<file path="src/rtl/pll_bringup_seq.sv">
module pll_bringup_seq #(
  parameter int FIN_W      = 16,
  parameter int M_W        = 8,
  parameter int N_W        = 6,
  parameter int P_W        = 7,
  parameter int ADDR_W     = 8,
  parameter int DATA_W     = 16,
  parameter int CYC_PER_US = 4,
  parameter int SETTLE_US  = 151,
  parameter logic [ADDR_W-1:0] CTRL_ADDR = 8'h65,
  parameter logic [ADDR_W-1:0] DIVA_ADDR = 8'h66,
  parameter logic [ADDR_W-1:0] DIVB_ADDR = 8'h67
) (
  input  logic              clk,
  input  logic              rst_n,
  input  logic              start,
  input  logic [FIN_W-1:0]  fin_khz,
  input  logic [M_W-1:0]    m_val,
  input  logic [N_W-1:0]    n_val,
  input  logic [P_W-1:0]    p_val,
  input  logic              wr_ack,
  output logic              wr_req,
  output logic [ADDR_W-1:0] wr_addr,
  output logic [DATA_W-1:0] wr_data,
  output logic              busy,
  output logic              done,
  output logic              error
);
  localparam int SETTLE_CYC = SETTLE_US * CYC_PER_US;
  localparam int CW         = $clog2(SETTLE_CYC + 1);
  localparam int PW         = 48;
  localparam int BYP_BIT    = DATA_W - 1;
  localparam int M_LSB      = 8;
  localparam logic [DATA_W-1:0] CTRL_PWRUP = DATA_W'(1) << BYP_BIT;
  localparam logic [DATA_W-1:0] CTRL_RUN   = '0;
  localparam int M_MIN      = 16;
  localparam int PFD_LO     = 2000;
  localparam int PFD_HI     = 16000;
  localparam int VCO_LO     = 110000;
  localparam int VCO_HI     = 220000;
  localparam int OUT_LO2    = 72000;
  localparam int OUT_HI2    = 80000;

  typedef enum logic [2:0] {
    S_IDLE, S_CHECK, S_DIVA, S_DIVB, S_PWRUP, S_SETTLE, S_RELEASE
  } st_t;

  st_t              st;
  logic [FIN_W-1:0] fin_q;
  logic [M_W-1:0]   m_q;
  logic [N_W-1:0]   n_q;
  logic [P_W-1:0]   p_q;
  logic [CW-1:0]    cnt;
  logic             done_q, err_q;

  logic [PW-1:0] n1, p1, np, fin_w, prod;
  logic          m_ok, pfd_ok, vco_ok, out_ok, cfg_ok;

  assign n1     = PW'(n_q) + PW'(1);
  assign p1     = PW'(p_q) + PW'(1);
  assign np     = n1 * p1;
  assign fin_w  = PW'(fin_q);
  assign prod   = fin_w * PW'(m_q);
  assign m_ok   = PW'(m_q) >= PW'(M_MIN);
  assign pfd_ok = (fin_w >= PW'(PFD_LO) * n1) && (fin_w <= PW'(PFD_HI) * n1);
  assign vco_ok = (prod >= PW'(VCO_LO) * n1) && (prod <= PW'(VCO_HI) * n1);
  assign out_ok = (prod >= PW'(OUT_LO2) * np) && (prod <= PW'(OUT_HI2) * np);
  assign cfg_ok = m_ok && pfd_ok && vco_ok && out_ok;

  always_ff @(posedge clk or negedge rst_n) begin
    if (!rst_n) begin
      st     <= S_IDLE;
      fin_q  <= '0;
      m_q    <= '0;
      n_q    <= '0;
      p_q    <= '0;
      cnt    <= '0;
      done_q <= 1'b0;
      err_q  <= 1'b0;
    end else begin
      case (st)
        S_IDLE: if (start) begin
          fin_q  <= fin_khz;
          m_q    <= m_val;
          n_q    <= n_val;
          p_q    <= p_val;
          done_q <= 1'b0;
          err_q  <= 1'b0;
          st     <= S_CHECK;
        end
        S_CHECK: if (cfg_ok) st <= S_DIVA;
                 else begin
                   err_q <= 1'b1;
                   st    <= S_IDLE;
                 end
        S_DIVA:  if (wr_ack) st <= S_DIVB;
        S_DIVB:  if (wr_ack) st <= S_PWRUP;
        S_PWRUP: if (wr_ack) begin
          cnt <= '0;
          st  <= S_SETTLE;
        end
        S_SETTLE: if (cnt == CW'(SETTLE_CYC - 1)) st <= S_RELEASE;
                  else cnt <= cnt + CW'(1);
        S_RELEASE: if (wr_ack) begin
          done_q <= 1'b1;
          st     <= S_IDLE;
        end
        default: st <= S_IDLE;
      endcase
    end
  end

  always_comb begin
    wr_addr = CTRL_ADDR;
    wr_data = CTRL_RUN;
    case (st)
      S_DIVA:  begin
        wr_addr = DIVA_ADDR;
        wr_data = (DATA_W'(m_q) << M_LSB) | DATA_W'(n_q);
      end
      S_DIVB:  begin
        wr_addr = DIVB_ADDR;
        wr_data = DATA_W'(p_q);
      end
      S_PWRUP: wr_data = CTRL_PWRUP;
      default: ;
    endcase
  end

  assign wr_req = (st == S_DIVA) || (st == S_DIVB) || (st == S_PWRUP) || (st == S_RELEASE);
  assign busy   = (st != S_IDLE);
  assign done   = done_q;
  assign error  = err_q;
endmodule

</file>
<file path="config.mk">
export PLATFORM = sky130hd
export DESIGN_NAME = pll_bringup_seq
export DESIGN_NICKNAME = d
export VERILOG_FILES = /design/src/rtl/pll_bringup_seq.sv
export SDC_FILE = /design/constraint.sdc
export NUM_CORES = 1
export LEC_CHECK = 0
export BUFFER_PORTS_ARGS = -buffer_cell sky130_fd_sc_hd__buf_2
export CAP_MARGIN = 20
export CELL_PAD_IN_SITES_DETAIL_PLACEMENT = 0
export CELL_PAD_IN_SITES_GLOBAL_PLACEMENT = 1
export CORE_MARGIN = 3
export CORE_UTILIZATION = 50
export DETAILED_ROUTE_END_ITERATION = 16
export PLACE_DENSITY = 0.84
export SLEW_MARGIN = 20
export SYNTH_ARGS = -nofsm -noshare
export SYNTH_HDL_FRONTEND = slang
export SYNTH_SLANG_ARGS = --single-unit
</file>
<file path="constraint.sdc">
create_clock -name clk -period 12.9 [get_ports clk]
set_input_delay 2.58 -clock clk [delete_from_list [all_inputs] [get_ports clk]]
set_output_delay 2.58 -clock clk [all_outputs]
set_load 0.02 [all_outputs]
</file>
==> results, run 1 <==
- The ratio of final minimum period to clock period is about nine tenths.
- The hold path startpoint is cnt[0].
- The total area of sequential cells is between 1000 and 1500 um2.
- The worst setup path is captured at a register.
- The proportion of synthesized chip area in sequential cells is 7.16%.
- The full die area is roughly 39000 um2.
- The worst-path maximum fanout is 15.
- The adder-cell area share of the yosys netlist is around half.
- The proportion of synthesized area in mux cells is between 2 and 3%.
- The number of filler instances in the final layout is around 3.3k.
- After detailed routing, the average wire length per cell comes to roughly 17 um.
- The cell row count is around 70.
- The number of maximum-capacitance constraint violations is 0.
- The minimum clock period is roughly 12 ns.
- The most numerous cell type found on the critical path is sky130_fd_sc_hd__fa_1.
- The floorplan step set the die width to 197 um.
- For this configuration, the core starts out at a cell density of 50.9%.
- The repair_antennas step left the layout with diodes totalling 0.
- The cell family contributing the most delay on the critical path is adder cells.
- Summed over all failing endpoints, the final setup total negative slack is 0 ns.
- The residual antenna-violating net count after detailed routing is 0.
- The first global-routing pass estimated ~73000 um of wire.
- Using the TritonRoute via totals, the vias-per-cell ratio works out to 5.60.
- Counting flops and latches in the post-synthesis netlist gives 52.
- The number of hold-slack violations in the final timing report is 0.
- The number of top-level pins is a little under 70.
- The synthesis-to-finish area growth is 5.31%.
- The total count of max-transition violations in the final report is 0.
- Hold repair after CTS inserted 0 buffers.
- The initial antenna violation count is 0.
- For this run the aggregate overflow at the end of global routing stands at 0.
- The cell area after synthesis is between 15000 and 20000 um2.
- The number of endpoints failing setup at the final stage is 0.
- The half-perimeter wire length after placement is 37100 um.
- The critical path buffer and inverter count is 2.
- The multi-input gate area in the final layout is 15400 um2.
- The first detailed-routing pass ran for 5 iterations.
- Counting buffers and inverters, the worst setup path is 37 cells deep.
- The class of the tightest hold or removal check is reg2reg.
- The worst setup path is launched from a register.
- The clock reaches the later pin of the worst-skew pair after between 0.3 and 0.4 ns.
- In this run the worst setup path terminates at st[1].
- The tree built by TritonCTS fans out to 52 sinks.
- The DRC violation total after the first TritonRoute iteration is between 800 and 900.
- The xor and xnor fraction of the mapped netlist area is 4.48%.
- The register-to-register path setup slack is roughly 1.2 ns.
- Across the routed clock network, the largest skew measured is ~0.0084 ns.
- The maximum clock insertion buffer count is 2.
- The maximum number of pins on one net before global-route repair is 53.
- The most used flip-flop cell after synthesis is sky130_fd_sc_hd__dfrtp_1.
- The post-cts gate resize count is 0.
- Of the cells placed in the final design, the portion with a size suffix greater than 1 is ~6.7%.
- Measured on the finished design, the core utilization comes to between 50% and 60%.
- The H-tree was split into 2 levels.
- The total core area is around 36000 um2.
- The root buffer selected by CTS is sky130_fd_sc_hd__clkbuf_16.
- The data arrival time at the worst-slack endpoint is 11.93 ns.
- The TritonCTS buffer count is 5.
- The netlist uses 73 different library cells.
- The post-synthesis compound-gate area fraction is ~11%.
- The worst reg2reg path depth is 37.
- Yosys printed 0 warnings.
- The slowest stage of the critical path belongs to the cell sky130_fd_sc_hd__dfrtp_1.
- Buffers placed on the I/O ports in this run total 61.
- After detailed routing, the number of remaining DRC violations is 0.
- In this run the worst setup path begins at n_q[0].
- The TritonCTS clock tree is yes.
- The number of enable-type register cells in the synthesized netlist is 0.
- Clock-pin slew was measured on the worst setup and hold paths at around 0.08 ns.
- The startpoint-to-endpoint class of the critical path is reg2reg.
- The synthesized-area fraction occupied by and/or/nand/nor cells is around 15%.
- Setup repair after global routing left no endpoint under its margin.
- The async set-reset flop share out of synthesis is between 90% and 100%.
- The largest stage delay on the critical path is 0.76 ns.
- The number of nets in the layout is about 2.8k.
- The run finished with clean final reports.
- The number of cells produced by synthesis is just over 2k.
- The via count of the first global-routing pass was ~15k.
- The worst register-to-register path begins at n_q[0].
- The peak clock frequency supported by timing is 85.6 MHz.
- The number of post-CTS setup repair buffers is 0.
- The weighted congestion reported at the end of routability-driven placement is around 0.92.
- The die is roughly 200 um tall.
- The worst pin sits at a relative slew slack of about 33%.
- The endpoint identified for the worst register-to-register timing path is st[1].
- After synthesis, the largest family of logic cells by area is adder cells.
- For the pin with the worst max-slew slack, the measured transition is between 1 and 1.5 ns.
- At the worst endpoint, the required time is 13.15 ns.
- The average instance in the mapped netlist occupies 8.82 um2.
- The routed wire length is around 44000 um.
- Summing over every cut layer, the via total after detailed routing is between 10k and 15k.
- The total routing resource utilization after global routing is 23.2%.
-- per-layer routing --
layer	share of wire [%]	global-route usage (%)	up-vias	wire, um
met5	0	0	-	0
met4	2.5	5.49	0	1110
met3	3.5	2.14	57	1550
met2	47	39.1	291	20700
met1	47	32.6	7004	20900
li1	-	-	7003	-
-- cells in the final DEF, fill, tap and decap left out, drive strengths merged, types with 9 or more instances in the layout --
cell type    n
a21oi       93
a21o        24
nor2       133
or2         12
ha         404
o31ai        9
dfrtp       52
nor2b       20
a211oi      18
o21ai       71
mux2        38
o21bai      11
xnor2       48
and3        18
a31oi        9
buf         77
and2        68
nand2      144
or3         11
nand4       23
mux2i       10
o21a        19
inv        345
xor2        45
nand3       37
fa         212
nor3        33
nand2b      14
-- cell usage after synthesis (5+ instances only) --
master	count	area [um2]
sky130_fd_sc_hd__a2111oi_0	6	52.6
sky130_fd_sc_hd__a211o_1	7	61.3
sky130_fd_sc_hd__a211oi_1	18	135
sky130_fd_sc_hd__a21o_1	24	180
sky130_fd_sc_hd__a21oi_1	93	465
sky130_fd_sc_hd__a31oi_1	9	56.3
sky130_fd_sc_hd__and2_1	68	425
sky130_fd_sc_hd__and3_1	18	113
sky130_fd_sc_hd__and4_1	5	43.8
sky130_fd_sc_hd__buf_4	8	60.1
sky130_fd_sc_hd__clkbuf_1	36	135
sky130_fd_sc_hd__dfrtp_1	52	1300
sky130_fd_sc_hd__fa_1	212	4240
sky130_fd_sc_hd__ha_1	404	5050
sky130_fd_sc_hd__inv_1	343	1290
sky130_fd_sc_hd__mux2_2	37	417
sky130_fd_sc_hd__mux2i_1	10	100
sky130_fd_sc_hd__nand2_1	144	541
sky130_fd_sc_hd__nand2b_1	14	87.6
sky130_fd_sc_hd__nand3_1	37	185
sky130_fd_sc_hd__nand4_1	23	144
sky130_fd_sc_hd__nor2_1	133	499
sky130_fd_sc_hd__nor2b_1	20	125
sky130_fd_sc_hd__nor3_1	33	165
sky130_fd_sc_hd__o211ai_1	8	60.1
sky130_fd_sc_hd__o21a_1	19	143
sky130_fd_sc_hd__o21ai_0	64	320
sky130_fd_sc_hd__o21ai_1	7	35.0
sky130_fd_sc_hd__o21bai_1	11	82.6
sky130_fd_sc_hd__o31ai_1	9	67.6
sky130_fd_sc_hd__or2_2	12	75.1
sky130_fd_sc_hd__or3_1	11	68.8
sky130_fd_sc_hd__xnor2_1	48	420
sky130_fd_sc_hd__xor2_1	45	394
-- final cells by class --
| class | count | area share, % |
|---|---|---|
| tap | 461 | 3.01 |
| multi-input combinational | 1623 | 80.5 |
| clock buffer | 5 | 0.654 |
| clock inverter | 3 | 0.131 |
| sequential | 52 | 6.80 |
| timing repair buffer | 77 | 2.22 |
| inverter | 343 | 6.73 |
-- sequential cells by signal, indices dropped and copies added (netlist names) --
name / count
cnt: 10
n_q: 6
p_q: 7
m_q: 8
done: 1
fin_q: 16
st: 3
error: 1
-- cells by family (layout without fill, tap and decap cells) --
family          after synthesis  count (layout)
simple gates                539             539
other cells                   2               7
flops                        52              52
xor+xnor                     93              93
mux                          48              48
fa+ha+maj                   617             617
compound gates              319             319
buf+inv                     391             428
-- worst reg2reg max path, delay by kind of cell, from the launching register on --
kind / cells / cell delay (ns)
adder cells (fa/ha/maj): 12 / 5.10
AO/OA/AOI/OAI: 15 / 3.48
XOR/XNOR: 3 / 1.49
flip-flops: 1 / 0.76
AND/OR/NAND/NOR: 5 / 0.71
buffers and inverters: 2 / 0.10
-- stage by stage --
stage / instance area (um2) / cells / hold WS [ns] / setup slack [ns]
6_report: 19100 / 2564 / 0.517 / 1.22
5_1_grt: 19100 / 2564 / 0.557 / 0.325
4_1_cts: 19100 / 2564 / 0.519 / 1.21
3_5_place_dp: 19000 / 2556 / 0.499 / 1.24
3_3_place_gp: 19000 / 2556 / 0.489 / 1.48
2_1_floorplan: 18200 / 2066 / 0.478 / 1.91
-- worst min-delay path by stage --
stage	end	slack (ns)	cells after the start
floorplan	cnt[0]	0.48	1
global placement	cnt[0]	0.49	1
detailed placement	cnt[0]	0.50	1
CTS	cnt[0]	0.52	1
global route	cnt[0]	0.56	1
finish	cnt[0]	0.52	1
Power of run 1 is not shown: default switching activity piles up to over one toggle a cycle in this logic, so the estimate is an artifact.
==> run 2, diff against run 1 <==
Settings changed: CORE_UTILIZATION 50 to 33, CTS_CLUSTER_SIZE set to 20, PLACE_DENSITY 0.84 to 0.6.
==> results, run 2 (synthesis gave the netlist of run 1 again) <==
- The class of the tightest hold or removal check was reg2reg (unchanged).
- The later-pin clock latency in the skew report was 0.30 ns (was 0.31 ns).
- The count of H-tree levels built during CTS is 2 (unchanged).
- The routed via count is 14.2k (was 14.4k).
- The startpoint-to-endpoint class of the critical path was reg2reg (unchanged).
- The residual antenna-violating net count after detailed routing is 0 (unchanged).
- The number of iterations in the first detailed-routing pass is 5 (unchanged).
- The floorplan die width is 241 um (was 197 um).
- Registers with the highest flip-flop counts: fin_q x16, cnt x10, m_q x8 (unchanged).
- The cell row count was 85 (was 69).
- The maximum clock insertion buffer count is 2 (unchanged).
- The count of inserted antenna diode cells was 0 (unchanged).
- The max-slew headroom at the worst pin is 30.6% (was 32.5%).
- The weighted congestion reported at the end of routability-driven placement is 0.844 (was 0.921).
- The DRC violation total after the first TritonRoute iteration is 659 (was 801).
- The wire length the detailed router placed on met1 is 23100 um (was 20900 um).
- The total routing resource utilization after global routing is 16.9% (was 23.2%).
- The required time of the worst setup path is 13.08 ns (was 13.15 ns).
- The clock-pin slew on the worst setup and hold paths is 0.08 ns (about the same).
- The number of hold-slack violations in the final timing report is 0 (unchanged).
- The number of top-level pins was 69 (unchanged).
- The synthesis-to-finish area growth is 7.14% (was 5.31%).
- The full die area came to 57900 um2 (was 38700 um2).
- The vertical die dimension is 241 um (was 197 um).
- The half-perimeter wire length after placement is 40700 um (was 37100 um).
- The final standard cell utilization of the core is 36.0% (was 53.6%).
- The share of post-route cells with drive strength above 1 was 6.88% (was 6.66%).
- The TritonCTS clock tree was yes (unchanged).
- The number of input and output port buffers inserted was 61 (unchanged).
- The total count of max-transition violations in the final report is 0 (unchanged).
- The global-route wire length before repair is 77900 um (was 73200 um).
- Outcome: finished clean (unchanged).
- The cell at the slowest stage of the critical path was sky130_fd_sc_hd__xor2_1 (was sky130_fd_sc_hd__dfrtp_1).
- The startpoint class of the critical path is a register (unchanged).
- The register with the highest flop count is fin_q (unchanged).
- The minimum clock period came to 11.60 ns (was 11.68 ns).
- The highest signal layer in the routed design was met4 (unchanged).
- The number of endpoints failing setup at the final stage is 0 (unchanged).
- The CTS sink count came to 52 (unchanged).
- The DRC violation count after routing is 0 (unchanged).
- The type of element capturing the critical path is a register (unchanged).
- The ratio of final minimum period to clock period is 89.9% (was 90.6%).
- The setup TNS is 0 ns (unchanged).
- The maximum number of pins on one net before global-route repair came to 53 (unchanged).
- The total core area is 54100 um2 (was 35700 um2).
- The critical path's most frequent cell is sky130_fd_sc_hd__fa_1 (unchanged).
- The number of nets in the layout is 2763 (was 2759).
- The number of hold buffers added after CTS is 0 (unchanged).
- The number of maximum-capacitance constraint violations is 0 (unchanged).
- The flip-flop count of the largest register, all copies and words added is 16 (unchanged).
- RSZ-0062 raised after global routing: false (unchanged).
- The met3 wire length came to 1450 um (was 1550 um).
- The overall overflow remaining after global route is 0 (unchanged).
- The effective utilization at floorplan is 33.6% (was 50.9%).
- The root buffer selected by CTS is sky130_fd_sc_hd__clkbuf_16 (unchanged).
- Commonest cells after routing, fill and taps aside: 404 x sky130_fd_sc_hd__ha_1, 343 x sky130_fd_sc_hd__inv_1, 212 x sky130_fd_sc_hd__fa_1 (unchanged).
- The worst-path maximum fanout is 10 (was 15).
- The largest clock skew in the final design came to 0.00368 ns (was 0.00844 ns).
- The average wire length per cell after detail routing is 17.1 um (was 17.3 um).
- The routed wire length is 47900 um (was 44300 um).
- The met2 wire length came to 22400 um (was 20700 um).
- The number of post-CTS setup repair buffers is 0 (unchanged).
- The TritonCTS buffer count was 5 (unchanged).
- The via count of the first global-routing pass is 14.5k (about the same).
- The actual slew at the worst max-slew pin came to 1.03 ns (was 1.01 ns).
- The most common cell after layout, fill and taps aside is sky130_fd_sc_hd__ha_1 (unchanged).
- The peak clock frequency supported by timing came to 86.2 MHz (was 85.6 MHz).
- The post-cts gate resize count came to 0 (unchanged).
- The initial antenna violation count is 1 (was 0).
- The number of vias per cell is 5.05 (was 5.60).
- The data arrival time at the worst-slack endpoint is 11.78 ns (was 11.93 ns).
- The largest stage delay on the critical path is 0.69 ns (was 0.76 ns).
## run 2: cell types whose count changed in the layout (fill, tap and decap cells not counted), sizes merged
| cell | before | now |
|---|---|---|
| buf | 77 | 81 |
| inv | 345 | 346 |
| clkinvlp | 1 | 0 |
## run 2: cell type report
| cell class | instances | area (um2) |
|---|---|---|
| multi-input cells | 1623 | 15400 |
| well taps | 696 | 871 |
| repair buffers | 81 | 455 |
| inverters | 343 | 1290 |
| flip-flops and latches | 52 | 1300 |
| clock inverters | 3 | 28.8 |
| fillers | 5610 | 34700 |
| clock buffers | 5 | 125 |
## run 2: final timing paths
check / start / end / slack (ns) / depth (start not counted)
setup / recovery: n_q[0] / error / 1.30 / 37
hold / removal: cnt[0] / cnt[0] / 0.52 / 1
setup reg to reg: n_q[0] / error / 1.30 / 37
hold reg to reg: cnt[0] / cnt[0] / 0.52 / 1
max in group asynchronous: rst_n / p_q[1] / 10.04 / 2
min in group asynchronous: rst_n / cnt[7] / 2.41 / 2
## run 2: stage by stage
step | cells | cell area (um2) | hold WS, ns | worst slack, ns
detailed placement | 2795 | 19300 | 0.514 | 1.31
CTS | 2803 | 19500 | 0.527 | 1.26
global route | 2803 | 19500 | 0.544 | 0.347
floorplan | 2066 | 18200 | 0.478 | 1.91
finish | 2803 | 19500 | 0.520 | 1.30
global placement | 2795 | 19300 | 0.501 | 1.57
## run 2: per-layer routing
layer  track usage [%]  up-vias
li1                  -     7022
met1              23.6     6886
met2              28.5      220
met3              1.66       39
met4              3.41        0
met5                 0        -
## run 2: critical path, delay by kind of cell, from the launching register on
kind	cells	cell delay (ns)
compound gates	15	3.55
xor+xnor	3	1.55
fa+ha+maj	12	5.07
buf+inv	2	0.11
flops	1	0.51
simple gates	5	0.70
Power of run 2 is left out for the same reason.
==> run 3, diff against run 2 <==
Settings changed: CORE_UTILIZATION 33 to 25, PLACE_DENSITY 0.6 to 0.48.
==> results, run 3 (synthesis gave the netlist of run 1 again) <==
- The number of hold buffers added after CTS is 0 (unchanged).
- The critical path's most frequent cell is sky130_fd_sc_hd__fa_1 (unchanged).
- The largest clock skew in the final design is 0.0156 ns (was 0.00368 ns).
- The half-perimeter wire length after placement came to 44700 um (was 40700 um).
- The weighted congestion reported at the end of routability-driven placement is 0.813 (was 0.844).
- The number of input and output port buffers inserted is 61 (unchanged).
- The later-pin clock latency in the skew report is 0.31 ns (was 0.30 ns).
- The CTS sink count came to 52 (unchanged).
- Commonest cells after routing, fill and taps aside: 404 x sky130_fd_sc_hd__ha_1, 343 x sky130_fd_sc_hd__inv_1, 212 x sky130_fd_sc_hd__fa_1 (unchanged).
- The maximum number of pins on one net before global-route repair was 53 (unchanged).
- The number of top-level pins is 69 (unchanged).
- The via count of the first global-routing pass was 15.1k (was 14.5k).
- The count of inserted antenna diode cells came to 0 (unchanged).
- The type of element capturing the critical path is a register (unchanged).
- The number of maximum-capacitance constraint violations was 0 (unchanged).
- Outcome: finished clean (unchanged).
- The TritonCTS clock tree is yes (unchanged).
- The data arrival time at the worst-slack endpoint is 11.84 ns (was 11.78 ns).
- The TritonCTS buffer count was 5 (unchanged).
- The overall overflow remaining after global route is 0 (unchanged).
- The number of vias per cell was 4.63 (was 5.05).
- The register with the highest flop count was fin_q (unchanged).
- The startpoint class of the critical path is a register (unchanged).
- The post-cts gate resize count is 0 (unchanged).
- The largest stage delay on the critical path came to 0.74 ns (was 0.69 ns).
- The effective utilization at floorplan is 25.3% (was 33.6%).
- The register-to-register path setup slack is 1.28 ns (was 1.30 ns).
- The actual slew at the worst max-slew pin came to 1.06 ns (was 1.03 ns).
- The initial antenna violation count is 1 (unchanged).
- The clock-pin slew on the worst setup and hold paths is 0.09 ns (was 0.08 ns).
- The share of post-route cells with drive strength above 1 is 7.01% (was 6.88%).
- The DRC violation count after routing was 0 (unchanged).
- The required time of the worst setup path was 13.11 ns (was 13.08 ns).
- The number of iterations in the first detailed-routing pass is 5 (unchanged).
- The count of H-tree levels built during CTS came to 2 (unchanged).
- The total core area is 71700 um2 (was 54100 um2).
- The worst slack at placement is 1.22 ns (was 1.31 ns).
- The total routing resource utilization after global routing came to 14.1% (was 16.9%).
- The full die area was 76000 um2 (was 57900 um2).
- The cell row count came to 98 (was 85).
- The number of nets in the layout was 2766 (was 2763).
- The flip-flop count of the largest register, all copies and words added was 16 (unchanged).
- The synthesis-to-finish area growth is 8.92% (was 7.14%).
- The cell at the slowest stage of the critical path is sky130_fd_sc_hd__dfrtp_1 (was sky130_fd_sc_hd__xor2_1).
- The max-slew headroom at the worst pin is 28.8% (was 30.6%).
- The floorplan die width is 276 um (was 241 um).
- The worst-path maximum fanout is 15 (was 10).
- Registers with the highest flip-flop counts: fin_q x16, cnt x10, m_q x8 (unchanged).
- The minimum clock period was 11.62 ns (was 11.60 ns).
- The number of hold-slack violations in the final timing report is 0 (unchanged).
- The startpoint-to-endpoint class of the critical path is reg2reg (unchanged).
- The slack of the critical path is 1.28 ns (was 1.30 ns).
- The routed via count is 14.2k (about the same).
- The number of post-CTS setup repair buffers is 0 (unchanged).
- The routed wire length came to 52400 um (was 47900 um).
- The average wire length per cell after detail routing was 17.1 um (about the same).
- The class of the tightest hold or removal check is reg2reg (unchanged).
- The vertical die dimension is 276 um (was 241 um).
- The maximum clock insertion buffer count is 2 (unchanged).
- The ratio of final minimum period to clock period is 90.1% (was 89.9%).
- The DRC violation total after the first TritonRoute iteration was 535 (was 659).
- The total count of max-transition violations in the final report is 0 (unchanged).
- The most common cell after layout, fill and taps aside is sky130_fd_sc_hd__ha_1 (unchanged).
- The residual antenna-violating net count after detailed routing is 0 (unchanged).
- The setup TNS was 0 ns (unchanged).
- RSZ-0062 raised after global routing: false (unchanged).
- The root buffer selected by CTS was sky130_fd_sc_hd__clkbuf_16 (unchanged).
- The number of endpoints failing setup at the final stage is 0 (unchanged).
- The peak clock frequency supported by timing is 86.0 MHz (was 86.2 MHz).
- The global-route wire length before repair is 84600 um (was 77900 um).
==> run 3: layer usage <==
layer / global-route usage (%) / routed length (um) / part of all wire (%)
met4: 1.96 / 614 / 1.2
met1: 19.4 / 25300 / 48
met5: 0 / 0 / 0
met3: 1.63 / 1670 / 3.2
met2: 24.2 / 24700 / 47
==> run 3: cell type report <==
cell class              instances  area, um2
fillers                      7783      51900
multi-input cells            1623      15400
flip-flops and latches         52       1300
inverters                     343       1290
well taps                     950       1190
repair buffers                 84        478
clock buffers                   5        125
clock inverters                 3       18.8
==> run 3: path summary, 6_finish.rpt <==
path | startpoint | end | cells after the start
max in group asynchronous | rst_n | p_q[0] | 2
worst max-delay path | n_q[0] | st[1] | 39
worst max register to register | n_q[0] | st[1] | 39
min in group asynchronous | rst_n | cnt[6] | 2
worst min register to register | cnt[0] | cnt[0] | 1
worst min-delay path | cnt[0] | cnt[0] | 1
==> run 3: through the flow <==
stage / utilization (%) / instances / area, um2 / hold WS (ns)
after floorplan: - / 2066 / 18200 / 0.478
after global placement: 27.4 / 3052 / 19700 / 0.501
after detailed placement: 27.4 / 3052 / 19700 / 0.509
after CTS: 27.6 / 3060 / 19800 / 0.527
after global routing: 27.6 / 3060 / 19800 / 0.547
final: 27.6 / 3060 / 19800 / 0.533
==> run 3: worst max-delay path: cells and delay by family, from the launching register on <==
kind                     cells  cell delay (ns)
adder cells (fa/ha/maj)     13             5.43
AO/OA/AOI/OAI               11             2.75
AND/OR/NAND/NOR              7             1.01
XOR/XNOR                     2             0.87
flip-flops                   1             0.74
buffers and inverters        6             0.72
Power of run 3 is left out for the same reason.
